$ cat src/rtl/pcm_port_pkg.sv
`timescale 1ns/1ps
package pcm_port_pkg;

    localparam int unsigned SLOT_BITS = 8;
    localparam int unsigned GAP_BITS  = 2;
    localparam int unsigned POS_BITS  = 6;

    typedef enum logic [1:0] {
        TM_DIRECT    = 2'b00,
        TM_INVERTED  = 2'b01,
        TM_LATE      = 2'b10,
        TM_LATE_ALT  = 2'b11
    } timing_mode_e;

    typedef struct packed {
        logic inverted;
        logic late;
    } edge_plan_t;

    typedef struct packed {
        logic fmt_gap;
        logic want_b2;
        logic companded;
        logic enable;
    } slot_cfg_t;

    function automatic edge_plan_t decode_timing(input logic [1:0] code);
        edge_plan_t p;
        case (timing_mode_e'(code))
            TM_DIRECT:   p = '{inverted: 1'b0, late: 1'b0};
            TM_INVERTED: p = '{inverted: 1'b1, late: 1'b0};
            default:     p = '{inverted: 1'b0, late: 1'b1};
        endcase
        return p;
    endfunction

    function automatic int unsigned slot_first(input slot_cfg_t c,
                                               input int unsigned slot_w,
                                               input int unsigned gap_w);
        if (c.want_b2 && c.companded) begin
            return c.fmt_gap ? (slot_w + gap_w) : slot_w;
        end
        return 0;
    endfunction

endpackage

$ cat src/rtl/pcm_frame_timer.sv
`timescale 1ns/1ps
module pcm_frame_timer #(
    parameter int unsigned POS_W = 6
) (
    input  logic             clk,
    input  logic             rst,
    input  logic             fs_i,
    input  logic             late_i,
    output logic             start_edge_o,
    output logic [POS_W-1:0] pos_o
);
    localparam logic [POS_W-1:0] POS_IDLE = '1;

    logic             fs_q;
    logic             pend_q;
    logic [POS_W-1:0] pos_q;
    logic             fs_rise;

    always_comb begin
        fs_rise      = fs_i & ~fs_q;
        start_edge_o = late_i ? pend_q : fs_rise;
    end

    always_ff @(posedge clk) begin
        if (rst) begin
            fs_q   <= 1'b0;
            pend_q <= 1'b0;
            pos_q  <= POS_IDLE;
        end else begin
            fs_q   <= fs_i;
            pend_q <= late_i & fs_rise;
            if (start_edge_o) begin
                pos_q <= '0;
            end else if (pos_q != POS_IDLE) begin
                pos_q <= pos_q + 1'b1;
            end
        end
    end

    assign pos_o = pos_q;
endmodule

$ cat src/rtl/pcm_tx_path.sv
`timescale 1ns/1ps
module pcm_tx_path #(
    parameter int unsigned SLOT_W = 8,
    localparam int unsigned IDX_W = $clog2(SLOT_W)
) (
    input  logic              clk,
    input  logic              rst,
    input  logic              inverted_i,
    input  logic              load_i,
    input  logic [SLOT_W-1:0] byte_i,
    input  logic              active_i,
    input  logic [IDX_W-1:0]  bit_idx_i,
    output logic              take_o,
    output logic              dx_o,
    output logic              oe_o
);
    logic [SLOT_W-1:0] hold_q;
    logic              take_q;
    logic              dx_p, oe_p;
    logic              dx_n, oe_n;

    always_ff @(posedge clk) begin
        if (rst) begin
            hold_q <= '0;
            take_q <= 1'b0;
        end else begin
            take_q <= load_i;
            if (load_i) begin
                hold_q <= byte_i;
            end
        end
    end

    always_comb begin
        oe_p = active_i;
        dx_p = active_i & hold_q[IDX_W'(SLOT_W-1) - bit_idx_i];
    end

    // half-bit retiming used by the inverted-edge mode
    always_ff @(negedge clk) begin
        if (rst) begin
            dx_n <= 1'b0;
            oe_n <= 1'b0;
        end else begin
            dx_n <= dx_p;
            oe_n <= oe_p;
        end
    end

    assign take_o = take_q;
    assign dx_o   = inverted_i ? dx_n : dx_p;
    assign oe_o   = inverted_i ? oe_n : oe_p;
endmodule

$ cat src/rtl/pcm_rx_path.sv
`timescale 1ns/1ps
module pcm_rx_path #(
    parameter int unsigned SLOT_W = 8
) (
    input  logic              clk,
    input  logic              rst,
    input  logic              inverted_i,
    input  logic              dr_i,
    input  logic              active_i,
    input  logic              last_i,
    output logic [SLOT_W-1:0] byte_o,
    output logic              valid_o
);
    logic              dr_mid;
    logic              bit_in;
    logic [SLOT_W-1:0] shift_q;
    logic [SLOT_W-1:0] byte_q;
    logic              valid_q;
    logic [SLOT_W-1:0] shift_nx;

    always_ff @(negedge clk) begin
        if (rst) begin
            dr_mid <= 1'b0;
        end else begin
            dr_mid <= dr_i;
        end
    end

    always_comb begin
        bit_in   = inverted_i ? dr_i : dr_mid;
        shift_nx = {shift_q[SLOT_W-2:0], bit_in};
    end

    always_ff @(posedge clk) begin
        if (rst) begin
            shift_q <= '0;
            byte_q  <= '0;
            valid_q <= 1'b0;
        end else begin
            valid_q <= 1'b0;
            if (active_i) begin
                shift_q <= shift_nx;
                if (last_i) begin
                    byte_q  <= shift_nx;
                    valid_q <= 1'b1;
                end
            end
        end
    end

    assign byte_o  = byte_q;
    assign valid_o = valid_q;
endmodule

$ cat src/rtl/pcm_voice_port.sv
`timescale 1ns/1ps
module pcm_voice_port
    import pcm_port_pkg::*;
#(
    parameter int unsigned SLOT_W = SLOT_BITS,
    parameter int unsigned GAP_W  = GAP_BITS,
    parameter int unsigned POS_W  = POS_BITS
) (
    input  logic              clk,
    input  logic              rst,
    input  logic              fs_i,
    input  logic [1:0]        mode_i,
    input  logic              fmt_i,
    input  logic              slot_sel_i,
    input  logic              en_i,
    input  logic              comp_i,
    input  logic [SLOT_W-1:0] tx_byte_i,
    output logic              tx_take_o,
    output logic              dx_o,
    output logic              dx_oe_o,
    input  logic              dr_i,
    output logic [SLOT_W-1:0] rx_byte_o,
    output logic              rx_valid_o
);
    localparam int unsigned IDX_W = $clog2(SLOT_W);

    edge_plan_t       plan;
    slot_cfg_t        cfg;
    logic [POS_W-1:0] pos_w;
    logic [POS_W-1:0] first_w;
    logic [POS_W-1:0] offset_w;
    logic             start_edge;
    logic             in_slot;
    logic             last_bit;
    logic [IDX_W-1:0] bit_idx;

    always_comb begin
        plan     = decode_timing(mode_i);
        cfg      = '{fmt_gap: fmt_i, want_b2: slot_sel_i,
                     companded: comp_i, enable: en_i};
        first_w  = POS_W'(slot_first(cfg, SLOT_W, GAP_W));
        offset_w = pos_w - first_w;
        in_slot  = cfg.enable && (pos_w >= first_w) && (offset_w < POS_W'(SLOT_W));
        bit_idx  = offset_w[IDX_W-1:0];
        last_bit = in_slot && (bit_idx == IDX_W'(SLOT_W-1));
    end

    pcm_frame_timer #(.POS_W(POS_W)) timer_i (
        .clk          (clk),
        .rst          (rst),
        .fs_i         (fs_i),
        .late_i       (plan.late),
        .start_edge_o (start_edge),
        .pos_o        (pos_w)
    );

    pcm_tx_path #(.SLOT_W(SLOT_W)) tx_i (
        .clk        (clk),
        .rst        (rst),
        .inverted_i (plan.inverted),
        .load_i     (start_edge),
        .byte_i     (tx_byte_i),
        .active_i   (in_slot),
        .bit_idx_i  (bit_idx),
        .take_o     (tx_take_o),
        .dx_o       (dx_o),
        .oe_o       (dx_oe_o)
    );

    pcm_rx_path #(.SLOT_W(SLOT_W)) rx_i (
        .clk        (clk),
        .rst        (rst),
        .inverted_i (plan.inverted),
        .dr_i       (dr_i),
        .active_i   (in_slot),
        .last_i     (last_bit),
        .byte_o     (rx_byte_o),
        .valid_o    (rx_valid_o)
    );
endmodule

$ cat config.mk
export PLATFORM = sky130hd
export DESIGN_NAME = pcm_voice_port
export DESIGN_NICKNAME = d
export VERILOG_FILES = /design/src/rtl/pcm_port_pkg.sv /design/src/rtl/pcm_frame_timer.sv /design/src/rtl/pcm_tx_path.sv /design/src/rtl/pcm_rx_path.sv /design/src/rtl/pcm_voice_port.sv
export SDC_FILE = /design/constraint.sdc
export NUM_CORES = 1
export LEC_CHECK = 0
export ABC_AREA = 1
export CORE_AREA = 2 2 65 67
export DETAILED_ROUTE_END_ITERATION = 10
export DIE_AREA = 0 0 67 69
export PLACE_DENSITY = 0.76
export REMOVE_ABC_BUFFERS = 1
export SLEW_MARGIN = 20
export SYNTH_ARGS = -nofsm -noshare
export SYNTH_HDL_FRONTEND = slang
export SYNTH_SLANG_ARGS = --single-unit
$ cat constraint.sdc
create_clock -name clk -period 1.5 [get_ports clk]
set_input_delay 0.15 -clock clk [delete_from_list [all_inputs] [get_ports clk]]
set_output_delay 0.15 -clock clk [all_outputs]
set_load 0.05 [all_outputs]
======== Word level (Yosys, flattened, before mapping) ========
Cells that the tools add are included.
storage, ports and cells
  flip-flop bits (word level) ............. 36
  input bits .............................. 18
  output and inout bits ................... 12
  logic and storage cells ................. 47
cells by class
  add/subtract/negate cells ............... 3
  $lt $le $gt $ge ......................... 3
  equality and inequality tests ........... 3
  multiplexer cells ....................... 14
  bitwise gates (word level) .............. 5
  reduce and logical (&&, ||, !) cells .... 8
operators with widths
  kind                   count
  $mux W6                3
  $mux W1                7
  $add A6 B1 Y6 const B  1
  $ge A6 B6 Y1           1
  $lt A6 B4 Y1 const B   1
  $ne A6 B6 Y1 const B   1
  $sub A6 B6 Y6          1
  $logic_and A1 B1 Y1    4
  $lt A3 B4 Y1 const B   1
  $mux W4                1
  $pmux W2 S2            1
  $and A1 B1 Y1          3
  $bmux W1 S3            1
  $eq A3 B3 Y1 const B   1
  $sub A3 B3 Y3 const A  1
  $eq A2 B1 Y1 const B   1
  $logic_not A2 Y1       1
  $mux W2                1
  $not A1 Y1             2
  $reduce_and A2 Y1      1
  $reduce_bool A2 Y1     1
  $reduce_or A2 Y1       1

======== Longest topological paths before layout ========
  word-level depth ........................ 9
  mapped depth ............................ 13
  mapped depth without buffers ............ 13

======== By module ========
From an unflattened synthesis, not the netlist that was laid out.
unflattened totals
  cells, all modules ...................... 237
  area total of the unflattened synthesis .. 1694.1 um2
modules (own cells, without submodules)
  module           times used  cells each  area each (um2)  sequential area each (um2)
  pcm_rx_path      1           81          644.4            340.3
  pcm_tx_path      1           66          474.2            220.2
  pcm_frame_timer  1           58          407.9            160.2
  pcm_voice_port   1           32          167.7            0.0

==> run_results.csv <==
group,metric,value,unit
floorplanning,die_h,69,um
synthesis,async_flop_share,0,%
global_routing,grt_pass1_wl,6844,um
sta,drv_slew,0,
global_routing,antenna_found_initial,0,
power_and_ir_drop,p_sw_share,32.42,%
run_status,violations,"setup timing",
worst_setup_path,critPathLaunchType,"register",
synthesis,yosys.area.top_type,"dfxtp_1",
worst_setup_path,rrSetupSlack,-500,ps
sta,finalSetupTns,-6793,ps
worst_setup_path,cp_num_buf_inv,3,
power_and_ir_drop,p_switching,0.8685,mW
route,viasPerCell,4.853,
clocking,path_clk_slew,70,ps
global_routing,track_usage,19.24,%
floorplanning,start_util,44.02,%
floorplanning,die_w,67,um
synthesis,synth.avg_cell_area,7.726,sq um
worst_setup_path,critPathCaptureType,"register",
cells_and_area,synthToLayoutAreaGrowth,51.20,%
sta,hold_violations,0,
route,firstDrtPassIters,4,
hold_path,hold_class,"reg -> reg",
power_and_ir_drop,power_frac_comb,31.4,%
worst_setup_path,arrival,1540,ps
sta,slew_headroom,78.23,%
synthesis,yosys-top-cells-count,"dfxtp_1, nand2_1, nor2_1, inv_1, nand3_1",
run_status,status,"complete, but fails checks",
worst_setup_path,path_delay_family,"simple AND/OR/NAND/NOR gates",
clocking,cts_buffer_depth,2,
worst_setup_path,critPathMaxFanout,2,
placed_design,io_buffers,29,
synthesis,synth_cells,223,
route,vias,1655,
cells_and_area,drive_gt1_share,36.43,%
synthesis,ys.flop_type,"dfxtp_1",
synthesis,synth.area.top_cells,"dfxtp_1, nand2_1, nand3_1",
floorplanning,ioPinCount,30,
power_and_ir_drop,p_int,1.810,mW
power_and_ir_drop,p_clk_share,28.5,%
synthesis,synth.cell_area,1723,sq um
power_and_ir_drop,vdd_ir_drop_max,583.0,uV
route,drt-initial-drc-count,94,
synthesis,yosysTopAreaCellShare,41.83,%
global_routing,grt_max_degree,22,
clocking,clockRootBuffer,"clkbuf_8",
worst_setup_path,cpPeakStageDelay,330,ps
route,drc,0,
clocking,cts_tree,"yes",
route,routed_wl,4227,um
worst_setup_path,path_cells,"inv_2, ha_4, ha_4, inv_2, nand2_2, nand2_4, nor2_8, buf_6, nand3_4, nor2_4",
cells_and_area,diodes,0,
cells_and_area,nFillCells,304,
floorplanning,rows,23,
global_routing,first_global_vias,1570,
power_and_ir_drop,leakagePower,1.142,nW
sta,rsz0062_at_grt,"yes",
synthesis,yosysUniqueCellTypes,31,
power_and_ir_drop,p_per_area,1028,nW/um^2
synthesis,post-synth-top-count-cell,"dfxtp_1",
placed_design,hpwl,2560,um
route,wl_per_cell,12.40,um
sta,setup_violations,20,
placed_design,place.gp.congestion,0.7626,
sta,fin_ws,-498.0,ps
cells_and_area,nNetsFinal,312,
synthesis,synth_seq_area_share,41.83,%
worst_setup_path,crit_required,1040,ps
power_and_ir_drop,power_frac_seq,40.0,%
global_routing,grt-ovfl-total,0,
job,drv_cap,0,
cells_and_area,utilization,66.56,%
clocking,htreeDepth,2,
synthesis,yosysWarnings,0,
floorplanning,core,3914,sq um
synthesis,ys_seq_elements,36,
floorplanning,die-area,4623,sq um
clocking,cts_buffers,5,
worst_setup_path,critical_path_class,"reg -> reg",
sta,fin_skew,87.46,ps
synthesis,synth_edf_count,0,
sta,worst_slew_pin_slew,325.5,ps
clocking,clock_sinks,36,
worst_setup_path,slowest_stage,"dfxtp_2",
route,drtAntennaViolNets,0,
clocking,clock_latency,370,ps
metrics by stage:
step | worst slack, ps | hold slack, ps | std cells | area (sq um) | total power, mW
6_report | -498.0 | 419.7 | 341 | 2605 | 2.679
5_1_grt | -559.6 | 434.9 | 341 | 2605 | 2.831
4_1_cts | -527.3 | 419.7 | 338 | 2524 | 2.627
3_5_place_dp | -1067 | 410.6 | 322 | 2250 | 1.809
3_3_place_gp | -1036 | 403.3 | 322 | 2250 | 1.787
2_1_floorplan | -797.7 | 219.1 | 216 | 1674 | 1.527
final timing paths:
path	startpoint	end	depth (start not counted)
setup reg to reg	timer_i.pos_o[1]$_SDFFE_PP1P_	tx_i.oe_n$_SDFF_NP0_	10
hold / removal	timer_i.fs_q$_SDFF_PP0_	timer_i.pend_q$_SDFF_PP0_	1
hold reg to reg	timer_i.fs_q$_SDFF_PP0_	timer_i.pend_q$_SDFF_PP0_	1
setup / recovery	timer_i.pos_o[1]$_SDFFE_PP1P_	tx_i.oe_n$_SDFF_NP0_	10
flip-flops by register name, indices dropped and copies added (netlist names):
name,cells
tx_i.dx_n,1
tx_i.take_o,1
rx_i.valid_o,1
rx_i.byte_o,8
rx_i.shift_q,7
rx_i.dr_mid,1
tx_i.hold_q,8
tx_i.oe_n,1
timer_i.pos_o,6
timer_i.fs_q,1
timer_i.pend_q,1
routing by layer:
layer / share of wire [%] / vias up / track usage, %
li1: - / 847 / -
met1: 40 / 737 / 24.46
met2: 50 / 59 / 30.91
met3: 6.2 / 12 / 5.057
met4: 3.0 / 0 / 6.803
met5: 0 / - / 0
kinds of logic after synthesis:
family / count (synthesis) / share of synthesized area [%]
xor gates and xnor gates: 2 / 1.017
DFF: 36 / 41.83
adders and majority gates: 4 / 2.905
and+or+nand+nor: 112 / 34.42
buffers and inverters: 36 / 9.151
AOI/OAI and AO/OA: 33 / 10.68
final cells by class:
class	instances	area [sq um]	area share, %
Clock buffer	7	86.33	3.314
Inverter	28	105.1	4.035
Tap cell	50	62.56	2.402
Sequential cell	36	726.9	27.91
Timing Repair Buffer	65	640.6	24.59
Clock inverter	4	17.52	0.6724
Multi-Input combinational cell	151	965.9	37.08
timing repair:
item,CTS,global route
hold buffers,0,0
setup buffers,5,3
cloned,1,0
endpoints found under the setup margin,23,24
resized for setup,34,16
pin swaps,16,13
power by group through the flow:
stage          logic [mW]  clock network [mW]  registers (mW)
3_3_place_gp        0.689              0.0166            1.08
2_1_floorplan       0.402              0.0166            1.11
5_1_grt             0.922               0.829            1.08
4_1_cts             0.783               0.773            1.07
3_5_place_dp        0.709              0.0166            1.08
6_report            0.842               0.765            1.07
layout by cell type, fill, tap and decap left out, types with 2 or more instances in the layout:
| cell | count |
|---|---|
| a21oi_1 | 14 |
| buf_12 | 6 |
| buf_4 | 37 |
| buf_6 | 3 |
| clkbuf_8 | 6 |
| clkdlybuf4s50_1 | 14 |
| dfxtp_1 | 33 |
| dfxtp_2 | 2 |
| dlygate4sd2_1 | 3 |
| ha_4 | 4 |
| inv_1 | 24 |
| inv_2 | 7 |
| nand2_1 | 26 |
| nand2_2 | 8 |
| nand2_4 | 5 |
| nand3_1 | 21 |
| nand3_2 | 3 |
| nand3_4 | 2 |
| nor2_1 | 25 |
| nor2_2 | 12 |
| nor2_4 | 2 |
| nor2_8 | 2 |
| nor3_4 | 2 |
| o211ai_1 | 3 |
| o21ai_0 | 8 |
| o21ai_1 | 7 |
Power figures use the tool's default switching activity.
